===== config.mk =====
export PLATFORM = sky130hd
export DESIGN_NAME = sc_char_engine
export DESIGN_NICKNAME = d
export VERILOG_FILES = /design/src/rtl/sc_pkg.sv /design/src/rtl/sc_tick_gen.sv /design/src/rtl/sc_rx.sv /design/src/rtl/sc_tx.sv /design/src/rtl/sc_regs.sv /design/src/rtl/sc_char_engine.sv
export SDC_FILE = /design/constraint.sdc
export NUM_CORES = 1
export LEC_CHECK = 0
export BUFFER_PORTS_ARGS = -buffer_cell sky130_fd_sc_hd__buf_2
export CAP_MARGIN = 20
export CORE_ASPECT_RATIO = 0.5
export CORE_UTILIZATION = 41
export DETAILED_ROUTE_END_ITERATION = 10
export HOLD_SLACK_MARGIN = 0.1
export PLACE_DENSITY = 0.62
export SLEW_MARGIN = 20
export SYNTH_ARGS = -nofsm -noshare
export SYNTH_HDL_FRONTEND = slang
export SYNTH_SLANG_ARGS = --single-unit

===== constraint.sdc =====
create_clock -name clk -period 1.84 [get_ports clk]
set_clock_uncertainty 0.05 [all_clocks]
set_input_delay 0.092 -clock clk [delete_from_list [all_inputs] [get_ports clk]]
set_output_delay 0.092 -clock clk [all_outputs]
set_load 0.05 [all_outputs]

===== src/rtl/sc_pkg.sv =====
package sc_pkg;
  localparam int DATA_W = 8;

  localparam logic [2:0] A_CTRL = 3'd0;
  localparam logic [2:0] A_STAT = 3'd1;
  localparam logic [2:0] A_DATA = 3'd2;
  localparam logic [2:0] A_CNT  = 3'd3;
  localparam logic [2:0] A_DIV  = 3'd4;

  localparam int C_RXEN = 0;
  localparam int C_TXEN = 1;
  localparam int C_RIE  = 2;
  localparam int C_EIE  = 3;
  localparam int C_DMAE = 4;

  localparam int S_RDRF = 0;
  localparam int S_PER  = 1;
  localparam int S_ORER = 2;
  localparam int S_TEND = 3;
  localparam int NFLAG  = 4;

  typedef enum logic [1:0] {RX_IDLE, RX_START, RX_BITS, RX_GUARD} rx_st_t;

  function automatic logic even_par(input logic [DATA_W-1:0] d);
    return ^d;
  endfunction

  function automatic logic par_bad(input logic [DATA_W-1:0] d, input logic p);
    return even_par(d) ^ p;
  endfunction

  function automatic logic [7:0] pack_status(input logic [NFLAG-1:0] f);
    return {{(8-NFLAG){1'b0}}, f};
  endfunction
endpackage


===== src/rtl/sc_tick_gen.sv =====
module sc_tick_gen #(
  parameter int DIV_W = 8
) (
  input  logic             clk,
  input  logic             rst_n,
  input  logic [DIV_W-1:0] div,
  output logic             tick
);
  logic [DIV_W-1:0] cnt;

  always_ff @(posedge clk or negedge rst_n) begin
    if (!rst_n) begin
      cnt  <= '0;
      tick <= 1'b0;
    end else if (cnt >= div) begin
      cnt  <= '0;
      tick <= 1'b1;
    end else begin
      cnt  <= cnt + 1'b1;
      tick <= 1'b0;
    end
  end
endmodule


===== src/rtl/sc_rx.sv =====
module sc_rx
  import sc_pkg::*;
#(
  parameter int OVS = 16
) (
  input  logic              clk,
  input  logic              rst_n,
  input  logic              en,
  input  logic              tick,
  input  logic              line_in,
  output logic              done,
  output logic [DATA_W-1:0] data,
  output logic              perr
);
  localparam int CW = $clog2(OVS);
  localparam int BW = $clog2(DATA_W + 1);

  logic          s1, s2;
  rx_st_t        st;
  logic [CW-1:0] tcnt;
  logic [BW-1:0] bidx;
  logic [DATA_W-1:0] sh;

  always_ff @(posedge clk or negedge rst_n) begin
    if (!rst_n) begin
      s1 <= 1'b1;
      s2 <= 1'b1;
    end else begin
      s1 <= line_in;
      s2 <= s1;
    end
  end

  always_ff @(posedge clk or negedge rst_n) begin
    if (!rst_n) begin
      st   <= RX_IDLE;
      tcnt <= '0;
      bidx <= '0;
      sh   <= '0;
      done <= 1'b0;
      data <= '0;
      perr <= 1'b0;
    end else begin
      done <= 1'b0;
      if (!en) begin
        st <= RX_IDLE;
      end else if (tick) begin
        case (st)
          RX_IDLE: if (!s2) begin
            st   <= RX_START;
            tcnt <= '0;
          end
          RX_START: if (tcnt == CW'(OVS/2 - 1)) begin
            tcnt <= '0;
            bidx <= '0;
            st   <= s2 ? RX_IDLE : RX_BITS;
          end else begin
            tcnt <= tcnt + 1'b1;
          end
          RX_BITS: if (tcnt == CW'(OVS - 1)) begin
            tcnt <= '0;
            if (bidx == BW'(DATA_W)) begin
              done <= 1'b1;
              data <= sh;
              perr <= par_bad(sh, s2);
              st   <= RX_GUARD;
            end else begin
              sh   <= {s2, sh[DATA_W-1:1]};
              bidx <= bidx + 1'b1;
            end
          end else begin
            tcnt <= tcnt + 1'b1;
          end
          default: if (tcnt == CW'(OVS - 1)) begin
            st <= RX_IDLE;
          end else begin
            tcnt <= tcnt + 1'b1;
          end
        endcase
      end
    end
  end

  AST_RX_DONE_PULSE: assert property (@(posedge clk) disable iff (!rst_n)
    done |=> !done);
endmodule


===== src/rtl/sc_tx.sv =====
module sc_tx
  import sc_pkg::*;
#(
  parameter int OVS = 16
) (
  input  logic              clk,
  input  logic              rst_n,
  input  logic              tick,
  input  logic              start,
  input  logic [DATA_W-1:0] tx_byte,
  output logic              busy,
  output logic              done,
  output logic              line_out
);
  localparam int FW = DATA_W + 4;
  localparam int CW = $clog2(OVS);
  localparam int NW = $clog2(FW);

  logic [FW-1:0] sh;
  logic [CW-1:0] tcnt;
  logic [NW-1:0] nb;

  always_ff @(posedge clk or negedge rst_n) begin
    if (!rst_n) begin
      sh   <= '1;
      tcnt <= '0;
      nb   <= '0;
      busy <= 1'b0;
      done <= 1'b0;
    end else begin
      done <= 1'b0;
      if (start && !busy) begin
        sh   <= {2'b11, even_par(tx_byte), tx_byte, 1'b0};
        tcnt <= '0;
        nb   <= '0;
        busy <= 1'b1;
      end else if (busy && tick) begin
        if (tcnt == CW'(OVS - 1)) begin
          tcnt <= '0;
          sh   <= {1'b1, sh[FW-1:1]};
          if (nb == NW'(FW - 1)) begin
            busy <= 1'b0;
            done <= 1'b1;
          end else begin
            nb <= nb + 1'b1;
          end
        end else begin
          tcnt <= tcnt + 1'b1;
        end
      end
    end
  end

  assign line_out = sh[0];

  AST_TX_IDLE_HIGH: assert property (@(posedge clk) disable iff (!rst_n)
    !busy |-> line_out);
  AST_TX_DONE_ENDS: assert property (@(posedge clk) disable iff (!rst_n)
    done |-> !busy);
endmodule


===== src/rtl/sc_regs.sv =====
module sc_regs
  import sc_pkg::*;
#(
  parameter int DIV_W = 8
) (
  input  logic              clk,
  input  logic              rst_n,
  input  logic              bus_wr,
  input  logic              bus_rd,
  input  logic [2:0]        bus_addr,
  input  logic [7:0]        bus_wdata,
  output logic [7:0]        bus_rdata,
  input  logic              rx_done,
  input  logic [DATA_W-1:0] rx_data,
  input  logic              rx_perr,
  input  logic              tx_busy,
  input  logic              tx_done,
  output logic              rx_en,
  output logic              tx_start,
  output logic [DATA_W-1:0] tx_byte,
  output logic [DIV_W-1:0]  div,
  output logic              irq_rxfull,
  output logic              irq_err,
  output logic              dma_req,
  input  logic              dma_ack,
  output logic [DATA_W-1:0] dma_data
);
  logic [4:0]        ctrl_q;
  logic [DIV_W-1:0]  div_q;
  logic [DATA_W-1:0] rdr_q;
  logic [7:0]        cnt_q;
  logic [NFLAG-1:0]  flg, seen, set_evt, drop_evt, clr_evt;

  logic wr_ctrl, ctrl_ok, wr_stat, rd_stat, wr_data, wr_cnt, wr_div;
  logic load_evt, ovr_evt, dma_take, err_any;

  assign wr_ctrl  = bus_wr && (bus_addr == A_CTRL);
  assign ctrl_ok  = wr_ctrl && !(bus_wdata[C_RXEN] && bus_wdata[C_TXEN]);
  assign wr_stat  = bus_wr && (bus_addr == A_STAT);
  assign rd_stat  = bus_rd && (bus_addr == A_STAT);
  assign wr_data  = bus_wr && (bus_addr == A_DATA);
  assign wr_cnt   = bus_wr && (bus_addr == A_CNT);
  assign wr_div   = bus_wr && (bus_addr == A_DIV);

  assign rx_en    = ctrl_q[C_RXEN];
  assign tx_start = wr_data && ctrl_q[C_TXEN] && !tx_busy;
  assign tx_byte  = bus_wdata[DATA_W-1:0];
  assign div      = div_q;

  assign load_evt = rx_done && !flg[S_RDRF];
  assign ovr_evt  = rx_done && flg[S_RDRF];
  assign err_any  = flg[S_PER] || flg[S_ORER];
  assign dma_take = dma_ack && dma_req;

  always_comb begin
    set_evt          = '0;
    set_evt[S_RDRF]  = load_evt;
    set_evt[S_PER]   = load_evt && rx_perr;
    set_evt[S_ORER]  = ovr_evt;
    set_evt[S_TEND]  = tx_done;
    drop_evt         = '0;
    drop_evt[S_RDRF] = dma_take;
    drop_evt[S_TEND] = tx_start;
    for (int i = 0; i < NFLAG; i++) begin
      clr_evt[i] = wr_stat && !bus_wdata[i] && seen[i];
    end
  end

  always_ff @(posedge clk or negedge rst_n) begin
    if (!rst_n) begin
      flg  <= '0;
      seen <= '0;
    end else begin
      for (int i = 0; i < NFLAG; i++) begin
        if (set_evt[i]) begin
          flg[i]  <= 1'b1;
          seen[i] <= 1'b0;
        end else if (clr_evt[i] || drop_evt[i]) begin
          flg[i]  <= 1'b0;
          seen[i] <= 1'b0;
        end else if (!flg[i]) begin
          seen[i] <= 1'b0;
        end else if (rd_stat) begin
          seen[i] <= 1'b1;
        end
      end
    end
  end

  always_ff @(posedge clk or negedge rst_n) begin
    if (!rst_n) begin
      ctrl_q <= '0;
      div_q  <= '0;
      rdr_q  <= '0;
      cnt_q  <= '0;
    end else begin
      if (ctrl_ok) ctrl_q <= bus_wdata[4:0];
      if (wr_div) div_q <= bus_wdata[DIV_W-1:0];
      if (load_evt) rdr_q <= rx_data;
      if (wr_cnt) cnt_q <= bus_wdata;
      else if (dma_take) cnt_q <= cnt_q - 1'b1;
    end
  end

  assign irq_rxfull = flg[S_RDRF] && ctrl_q[C_RIE] && !err_any;
  assign irq_err    = ctrl_q[C_EIE] && err_any;
  assign dma_req    = ctrl_q[C_DMAE] && flg[S_RDRF] && !err_any && (cnt_q != 8'd0);
  assign dma_data   = rdr_q;

  always_comb begin
    case (bus_addr)
      A_CTRL:  bus_rdata = {3'b000, ctrl_q};
      A_STAT:  bus_rdata = pack_status(flg);
      A_DATA:  bus_rdata = 8'(rdr_q);
      A_CNT:   bus_rdata = cnt_q;
      A_DIV:   bus_rdata = 8'(div_q);
      default: bus_rdata = 8'h00;
    endcase
  end

  AST_MODE_EXCL: assert property (@(posedge clk) disable iff (!rst_n)
    !(rx_en && ctrl_q[C_TXEN]));
  AST_LOAD_SETS_FULL: assert property (@(posedge clk) disable iff (!rst_n)
    load_evt |=> flg[S_RDRF]);
  AST_OVR_KEEPS_DATA: assert property (@(posedge clk) disable iff (!rst_n)
    ovr_evt |=> (rdr_q == $past(rdr_q)) && flg[S_ORER]);
  AST_ERR_BLOCKS_RXI: assert property (@(posedge clk) disable iff (!rst_n)
    (flg[S_PER] || flg[S_ORER]) |-> !irq_rxfull && !dma_req);
  AST_DMA_DECREMENT: assert property (@(posedge clk) disable iff (!rst_n)
    (dma_take && !wr_cnt) |=> cnt_q == $past(cnt_q) - 8'd1);
  AST_CNT_WRITE_WINS: assert property (@(posedge clk) disable iff (!rst_n)
    wr_cnt |=> cnt_q == $past(bus_wdata));
  AST_SET_BEATS_CLEAR: assert property (@(posedge clk) disable iff (!rst_n)
    set_evt[S_ORER] |=> flg[S_ORER]);
endmodule


===== src/rtl/sc_char_engine.sv =====
module sc_char_engine
  import sc_pkg::*;
#(
  parameter int OVS   = 16,
  parameter int DIV_W = 8
) (
  input  logic       clk,
  input  logic       rst_n,
  input  logic       bus_wr,
  input  logic       bus_rd,
  input  logic [2:0] bus_addr,
  input  logic [7:0] bus_wdata,
  output logic [7:0] bus_rdata,
  input  logic       io_in,
  output logic       io_out,
  output logic       irq_rxfull,
  output logic       irq_err,
  output logic       dma_req,
  input  logic       dma_ack,
  output logic [7:0] dma_data
);
  logic              tick, rx_en, rx_done, rx_perr, tx_start, tx_busy, tx_done;
  logic [DATA_W-1:0] rx_data, tx_byte, dma_q;
  logic [DIV_W-1:0]  div;

  sc_tick_gen #(.DIV_W(DIV_W)) u_tick (
    .clk(clk), .rst_n(rst_n), .div(div), .tick(tick));

  sc_rx #(.OVS(OVS)) u_rx (
    .clk(clk), .rst_n(rst_n), .en(rx_en), .tick(tick), .line_in(io_in),
    .done(rx_done), .data(rx_data), .perr(rx_perr));

  sc_tx #(.OVS(OVS)) u_tx (
    .clk(clk), .rst_n(rst_n), .tick(tick), .start(tx_start), .tx_byte(tx_byte),
    .busy(tx_busy), .done(tx_done), .line_out(io_out));

  sc_regs #(.DIV_W(DIV_W)) u_regs (
    .clk(clk), .rst_n(rst_n), .bus_wr(bus_wr), .bus_rd(bus_rd),
    .bus_addr(bus_addr), .bus_wdata(bus_wdata), .bus_rdata(bus_rdata),
    .rx_done(rx_done), .rx_data(rx_data), .rx_perr(rx_perr),
    .tx_busy(tx_busy), .tx_done(tx_done), .rx_en(rx_en),
    .tx_start(tx_start), .tx_byte(tx_byte), .div(div),
    .irq_rxfull(irq_rxfull), .irq_err(irq_err), .dma_req(dma_req),
    .dma_ack(dma_ack), .dma_data(dma_q));

  assign dma_data = 8'(dma_q);
endmodule


==> flow_metrics.env, run 1 <==
export IMPL_outcome="finished with violations"
export IMPL_failed_checks="negative setup slack"
export IMPL_endpoint_kind="flip-flop"
export IMPL_avgSynthCellArea_sq_um=10.44
export IMPL_dr_pass1_iters=4
export IMPL_fmax_mhz=501.3
export IMPL_clkTransAtPathRegs_ns=0.07
export IMPL_period_minus_slack_ns=1.995
export IMPL_critPathMaxStageDelay_ns=0.43
export IMPL_numPortBuffers=36
export IMPL_antenna_found_initial=0
export IMPL_power_leakage_nw=2.930
export IMPL_placed_area_sq_um=5687
export IMPL_cts_tree="yes"
export IMPL_nNetsFinal=605
export IMPL_critPathMaxFanout=3
export IMPL_drt_wl_total_microns=12190
export IMPL_path_cells="buf_6 -> or3b_4 -> or4_4 -> or4_1 -> a31oi_1"
export IMPL_yosys_area_top_type_share_pct=42.31
export IMPL_drtIter0Drc=256
export IMPL_cts_buffers=9
export IMPL_synth_top_flop_cell="dfrtp_1"
export IMPL_antenna_left=0
export IMPL_async_reset_ff_share_pct=100.0
export IMPL_synth_edf_count=0
export IMPL_yosys_top_cells_count="dfrtp_1 (84), nand2_1 (37), mux2_2 (32), o21ai_0 (31), nor2_1 (30)"
export IMPL_vdd_drop_max_uv=489.9
export IMPL_drv_slew=0
export IMPL_wl_per_cell_microns=16.58
export IMPL_synth_nets=510
export IMPL_setup_violations=12
export IMPL_grtUsageTotal_pct=21.01
export IMPL_grt_pass1_wl_microns=20090
export IMPL_hp_class="in2reg"
export IMPL_critPathKind="reg2reg"
export IMPL_cap_violations=0
export IMPL_worst_slack_ns=-0.1549
export IMPL_via_per_inst=5.347
export IMPL_layout_drive_gt1_share_pct=32.64
export IMPL_place_congestion=0.8370
export IMPL_design_area_sq_um=6430
export IMPL_critPathRequiredTime_ns=2.06
export IMPL_total_power_mw=7.356
export IMPL_synth_area_top_cells="dfrtp_1 (42%), mux2_2 (7.3%), dfstp_2 (6.3%)"
export IMPL_synth_yosys_seq_area_share_pct=48.65
export IMPL_pwr_density_cell_nw_per_um2=1144
export IMPL_grt_ovfl_total=0
export IMPL_area_delta_synth_final_pct=29.41
export IMPL_chipWidth_microns=157.7
export IMPL_io_pins=37
export IMPL_start_kind="flip-flop"
export IMPL_tightest_slew_ns=0.8621
export IMPL_diodes=0
export IMPL_arrival_ns=2.22
export IMPL_pre_cts_slack_ns=-0.1935
export IMPL_syn_area_sq_um=4969
export IMPL_post_synth_top_count_cell="dfrtp_1"
export IMPL_hold_viol=0
export IMPL_die_area_sq_um=12590
export IMPL_dp_hpwl_microns=8464
export IMPL_yosysWarnings=0
export IMPL_rows=27
export IMPL_cts_sinks=96
export IMPL_period_share_pct=108.4
export IMPL_core_area_sq_um=11380
export IMPL_cts_root_buf="clkbuf_16"
export IMPL_synth_cell_type_count=58
export IMPL_crit_slowest_cell="or4_4"
export IMPL_slew_headroom_pct=42.53
export IMPL_cts_buffer_depth=2
export IMPL_rsz0062_at_grt="true"
export IMPL_start_util_pct=43.64
export IMPL_routed_via_count=3930
export IMPL_die_h_microns=79.84
export IMPL_clock_latency_ns=0.35
export IMPL_grt_pass1_vias=3969
export IMPL_ys_ff_latch=96
export IMPL_grt_max_degree=35
export IMPL_synth_area_leader_cell="dfrtp_1"
export IMPL_drc_errors=0
export IMPL_syn_instance_count=476
export IMPL_htreeDepth=3
-- worst paths after layout --
kind,startpoint,endpoint,slack (ns),depth (start not counted)
setup / recovery,u_regs.cnt_q[1],u_regs.cnt_q[5],-0.15,5
hold / removal,bus_wdata[1],u_regs.div[1],0.11,4
setup reg to reg,u_regs.cnt_q[1],u_regs.cnt_q[5],-0.15,5
hold reg to reg,u_rx.s1,u_rx.s2,0.31,0
max in group asynchronous,rst_n,u_rx.s2,0.93,3
min in group asynchronous,rst_n,u_rx.sh[1],0.18,2
-- power breakdown --
group	switching (mW)	internal [mW]	total, mW
Combinational	1.28	1.12	2.39
Sequential	0.323	2.58	2.90
Clock	0.828	1.24	2.06
-- layer usage --
| layer | track usage, % | wire length [microns] | vias up |
|---|---|---|---|
| met3 | 4.506 | 483 | 15 |
| met2 | 34.54 | 5775 | 78 |
| met4 | 6.699 | 171 | 0 |
| met5 | 0 | 0 | - |
| li1 | - | - | 1896 |
| met1 | 27.70 | 5756 | 1941 |
-- layout by cell type, fill, tap and decap left out, types with 9 or more instances in the layout --
master / instances
mux2i_1: 9
and3_1: 9
clkbuf_16: 9
o22ai_1: 12
o21ai_0: 25
buf_4: 53
inv_1: 22
nor2_1: 30
nand3_1: 12
dfrtp_1: 84
xnor2_1: 19
mux2_2: 31
ha_1: 16
dfstp_2: 12
buf_2: 34
a21oi_1: 23
xor2_1: 10
nand2_1: 37
dlygate4sd3_1: 9
-- logic make-up (layout without fill, tap and decap cells) --
kind of cell / count (synthesis) / after routing / share of synthesized area (%)
xor gates and xnor gates: 31 / 31 / 5.742
muxes: 41 / 41 / 9.066
and+or+nand+nor: 144 / 144 / 15.84
AOI/OAI and AO/OA: 104 / 105 / 13.10
buffers and inverters: 43 / 142 / 3.324
adders and majority gates: 17 / 17 / 4.281
DFF: 96 / 96 / 48.65
-- worst max-delay path, delay by kind of cell, from the launching register on --
family / cells / cell delay, ns
and+or+nand+nor: 3 / 1.21
AOI/OAI and AO/OA: 1 / 0.13
buffers and inverters: 1 / 0.13
DFF: 1 / 0.41
-- metrics by stage --
step           setup TNS (ns)  util, %  hold slack, ns  cells
3_3_place_gp          -0.4299    49.95         0.02103    702
5_1_grt                -1.751    56.48          0.1080    735
3_5_place_dp           -1.227    49.95         0.02392    702
6_report              -0.6616    56.48          0.1102    735
4_1_cts               -0.4272    55.75          0.1007    734
2_1_floorplan        -0.09397        -         -0.2536    476
-- sequential cells by signal, indices dropped and copies added, names as in the netlist, 5 cells and up --
name / cells
u_regs.ctrl_q: 5
u_tick.cnt: 8
u_tx.sh: 10
u_regs.div: 8
u_rx.data: 8
u_regs.dma_data: 8
u_rx.sh: 8
u_regs.cnt_q: 8
-- what timing repair did --
action | 4_1_cts | 5_1_grt
gates resized for setup | 37 | 13
setup endpoints to repair | 16 | 29
pin swaps | 13 | 6
hold endpoints to repair | 117 | 0
setup buffers | 6 | 1
hold buffers | 9 | 0
gates cloned | 1 | 0
-- final cells by class --
cell class,instances,area (sq um)
Clock inverter,6,90.09
Inverter,24,90.09
Sequential cell,96,2417
Tap cell,159,198.9
Fill cell,977,4955
Clock buffer,10,239.0
Multi-Input combinational cell,338,2651
Timing Repair Buffer,102,743.2
(Power assumes the default switching activity.)
==> run 2, diff against run 1 <==
--- a/config.mk
+++ b/config.mk
@@ -7,8 +7,9 @@
 export LEC_CHECK = 0
 export BUFFER_PORTS_ARGS = -buffer_cell sky130_fd_sc_hd__buf_2
 export CAP_MARGIN = 20
-export CORE_ASPECT_RATIO = 0.5
 export CORE_UTILIZATION = 41
+export CTS_CLUSTER_DIAMETER = 100
+export CTS_CLUSTER_SIZE = 24
 export DETAILED_ROUTE_END_ITERATION = 10
 export HOLD_SLACK_MARGIN = 0.1
 export PLACE_DENSITY = 0.62
==> run 2 against run 1 <==
Compared with the run above:
- the flow finishes with violations (design-rule violations, negative setup slack)
- via count up 2.2%
- flip-flop and latch count unchanged
- cell count down 3.4%
- critical path depth down 1
- wire length up 1.9%
- global-route usage down 0.43 points
- fmax up 0.76%
- die area down 0.21%
- clock power down 6%
==> flow_metrics.env, run 2 (same netlist as run 1, synthesis figures left out) <==
export IMPL_outcome="finished with violations"
export IMPL_failed_checks="design-rule violations, negative setup slack"
export IMPL_dr_pass1_iters=8
export IMPL_clock_latency_ns=0.34
export IMPL_p_seq_share_pct=40.2
export IMPL_core_area_sq_um=11610
export IMPL_arrival_ns=2.20
export IMPL_numPortBuffers=36
export IMPL_die_area_sq_um=12560
export IMPL_drtIter0Drc=299
export IMPL_comb_power_share_pct=32.9
export IMPL_grt_max_degree=97
export IMPL_setup_violations=13
export IMPL_met3_usage_pct=3.618
export IMPL_use_met1_pct=27.48
export IMPL_dp_hpwl_microns=8383
export IMPL_pre_cts_slack_ns=-0.1702
export IMPL_wl_per_cell_microns=17.49
export IMPL_period_minus_slack_ns=1.980
export IMPL_cts_root_buf="clkbuf_16"
export IMPL_grtUsageMet2_pct=34.24
export IMPL_tightest_slew_ns=0.8686
export IMPL_path_delay_family="simple AND/OR/NAND/NOR gates"
export IMPL_endpoint_kind="flip-flop"
export IMPL_busiest_layer="met2"
export IMPL_cts_buffers=9
export IMPL_io_pins=37
export IMPL_drv_slew=0
export IMPL_place_congestion=0.8350
export IMPL_layout_drive_gt1_share_pct=31.92
export IMPL_total_power_mw=7.221
export IMPL_period_share_pct=107.6
export IMPL_area_delta_synth_final_pct=28.63
export IMPL_power_leakage_nw=2.883
export IMPL_cap_violations=0
export IMPL_antenna_found_initial=0
export IMPL_grtUsageTotal_pct=20.59
export IMPL_fmax_mhz=505.1
export IMPL_antenna_left=0
export IMPL_die_h_microns=112.1
export IMPL_grt_pass1_wl_microns=20400
export IMPL_hold_viol=0
export IMPL_hp_class="in2reg"
export IMPL_nNetsFinal=596
export IMPL_cts_tree="yes"
export IMPL_grt_ovfl_total=0
export IMPL_path_buf_inv=0
export IMPL_worst_r2r_setup_slack_ns=-0.14
export IMPL_slew_headroom_pct=42.09
export IMPL_clkPwrFrac_pct=26.9
export IMPL_path_cells="or3b_1 -> or4_4 -> or4_1 -> a31oi_1"
export IMPL_drc_errors=3
export IMPL_critPathKind="reg2reg"
export IMPL_vdd_drop_max_uv=644.9
export IMPL_regMostFlops="u_tx.sh"
export IMPL_clkTransAtPathRegs_ns=0.07
export IMPL_critPathMaxStageDelay_ns=0.45
export IMPL_power_switching_mw=2.426
export IMPL_drt_wl_total_microns=12420
export IMPL_htreeDepth=3
export IMPL_crit_slowest_cell="or4_4"
export IMPL_p_sw_share_pct=33.59
export IMPL_largest_register_ffs=10
export IMPL_final_common_cell="dfrtp_1"
export IMPL_cts_buffer_depth=2
export IMPL_fillCellCount=1001
export IMPL_chipWidth_microns=112.1
export IMPL_start_util_pct=42.78
export IMPL_via_per_inst=5.659
export IMPL_rsz0062_at_grt="true"
export IMPL_start_kind="flip-flop"
export IMPL_critPathMaxFanout=3
export IMPL_intPower_mw=4.796
export IMPL_final_cell_mix="dfrtp_1 (84), buf_4 (40), nand2_1 (37), buf_2 (34), mux2_2 (31)"
export IMPL_pwr_density_cell_nw_per_um2=1130
export IMPL_worst_slack_ns=-0.1398
export IMPL_grt_pass1_vias=4047
export IMPL_cts_sinks=96
export IMPL_diodes=0
export IMPL_rows=39
export IMPL_critPathRequiredTime_ns=2.06
export IMPL_routed_via_count=4018
[run 2: power groups by stage]
stage / clock (mW) / sequential [mW] / combinational (mW)
after floorplan: 0 / 2.90 / 1.12
after global placement: 0 / 2.91 / 1.64
after detailed placement: 0 / 2.93 / 1.70
after CTS: 1.97 / 2.90 / 2.27
after global routing: 2.06 / 2.96 / 2.58
final: 1.94 / 2.91 / 2.37
[run 2: worst min-delay path: stages]
cell     delay [ns]
buf_2          0.13
nand2_1        0.07
nor3_1         0.06
mux2_2         0.22
[run 2: metal layers]
metal	share of wire [%]	vias to the layer above
met4	1.8	0
li1	-	1887
met5	0	-
met3	4.0	18
met1	45	2004
met2	49	109
[run 2: worst paths after layout]
| path | start | end | cells after the start |
|---|---|---|---|
| min | bus_wr | u_regs.div[0] | 4 |
| min in group asynchronous | rst_n | u_tx.nb[3] | 3 |
| min reg2reg | u_rx.s1 | u_rx.s2 | 0 |
| max reg2reg | u_regs.cnt_q[0] | u_regs.cnt_q[5] | 4 |
| max in group asynchronous | rst_n | u_rx.s2 | 3 |
| max | u_regs.cnt_q[0] | u_regs.cnt_q[5] | 4 |
[run 2: area by class of cell]
class / instances / area [sq um] / share of cell area, %
Sequential cell: 96 / 2417 / 37.82
Timing Repair Buffer: 93 / 698.2 / 10.92
Multi-Input combinational cell: 338 / 2698 / 42.21
Inverter: 24 / 90.09 / 1.410
Tap cell: 143 / 178.9 / 2.800
Clock buffer: 12 / 256.5 / 4.013
Clock inverter: 4 / 52.55 / 0.8222
[run 2: through the flow]
stage / setup TNS, ns / area [sq um] / instances / utilization [%] / hold slack [ns]
6_report: -0.7844 / 6391 / 710 / 55.03 / 0.2063
3_3_place_gp: -0.4458 / 5612 / 677 / 48.32 / 0.1387
4_1_cts: -0.5995 / 6311 / 709 / 54.34 / 0.1958
3_5_place_dp: -1.531 / 5612 / 677 / 48.32 / 0.1392
5_1_grt: -1.849 / 6391 / 710 / 55.03 / 0.2308
2_1_floorplan: -0.09397 / 4980 / 476 / - / -0.2536
[run 2: what timing repair did]
action | 4_1_cts | 5_1_grt
gates resized for setup | 49 | 12
setup endpoints to repair | 16 | 37
cloned | 1 | 0
hold endpoints to repair | 113 | 0
setup buffers | 5 | 1
hold buffers | 10 | 0
pin swaps | 15 | 7
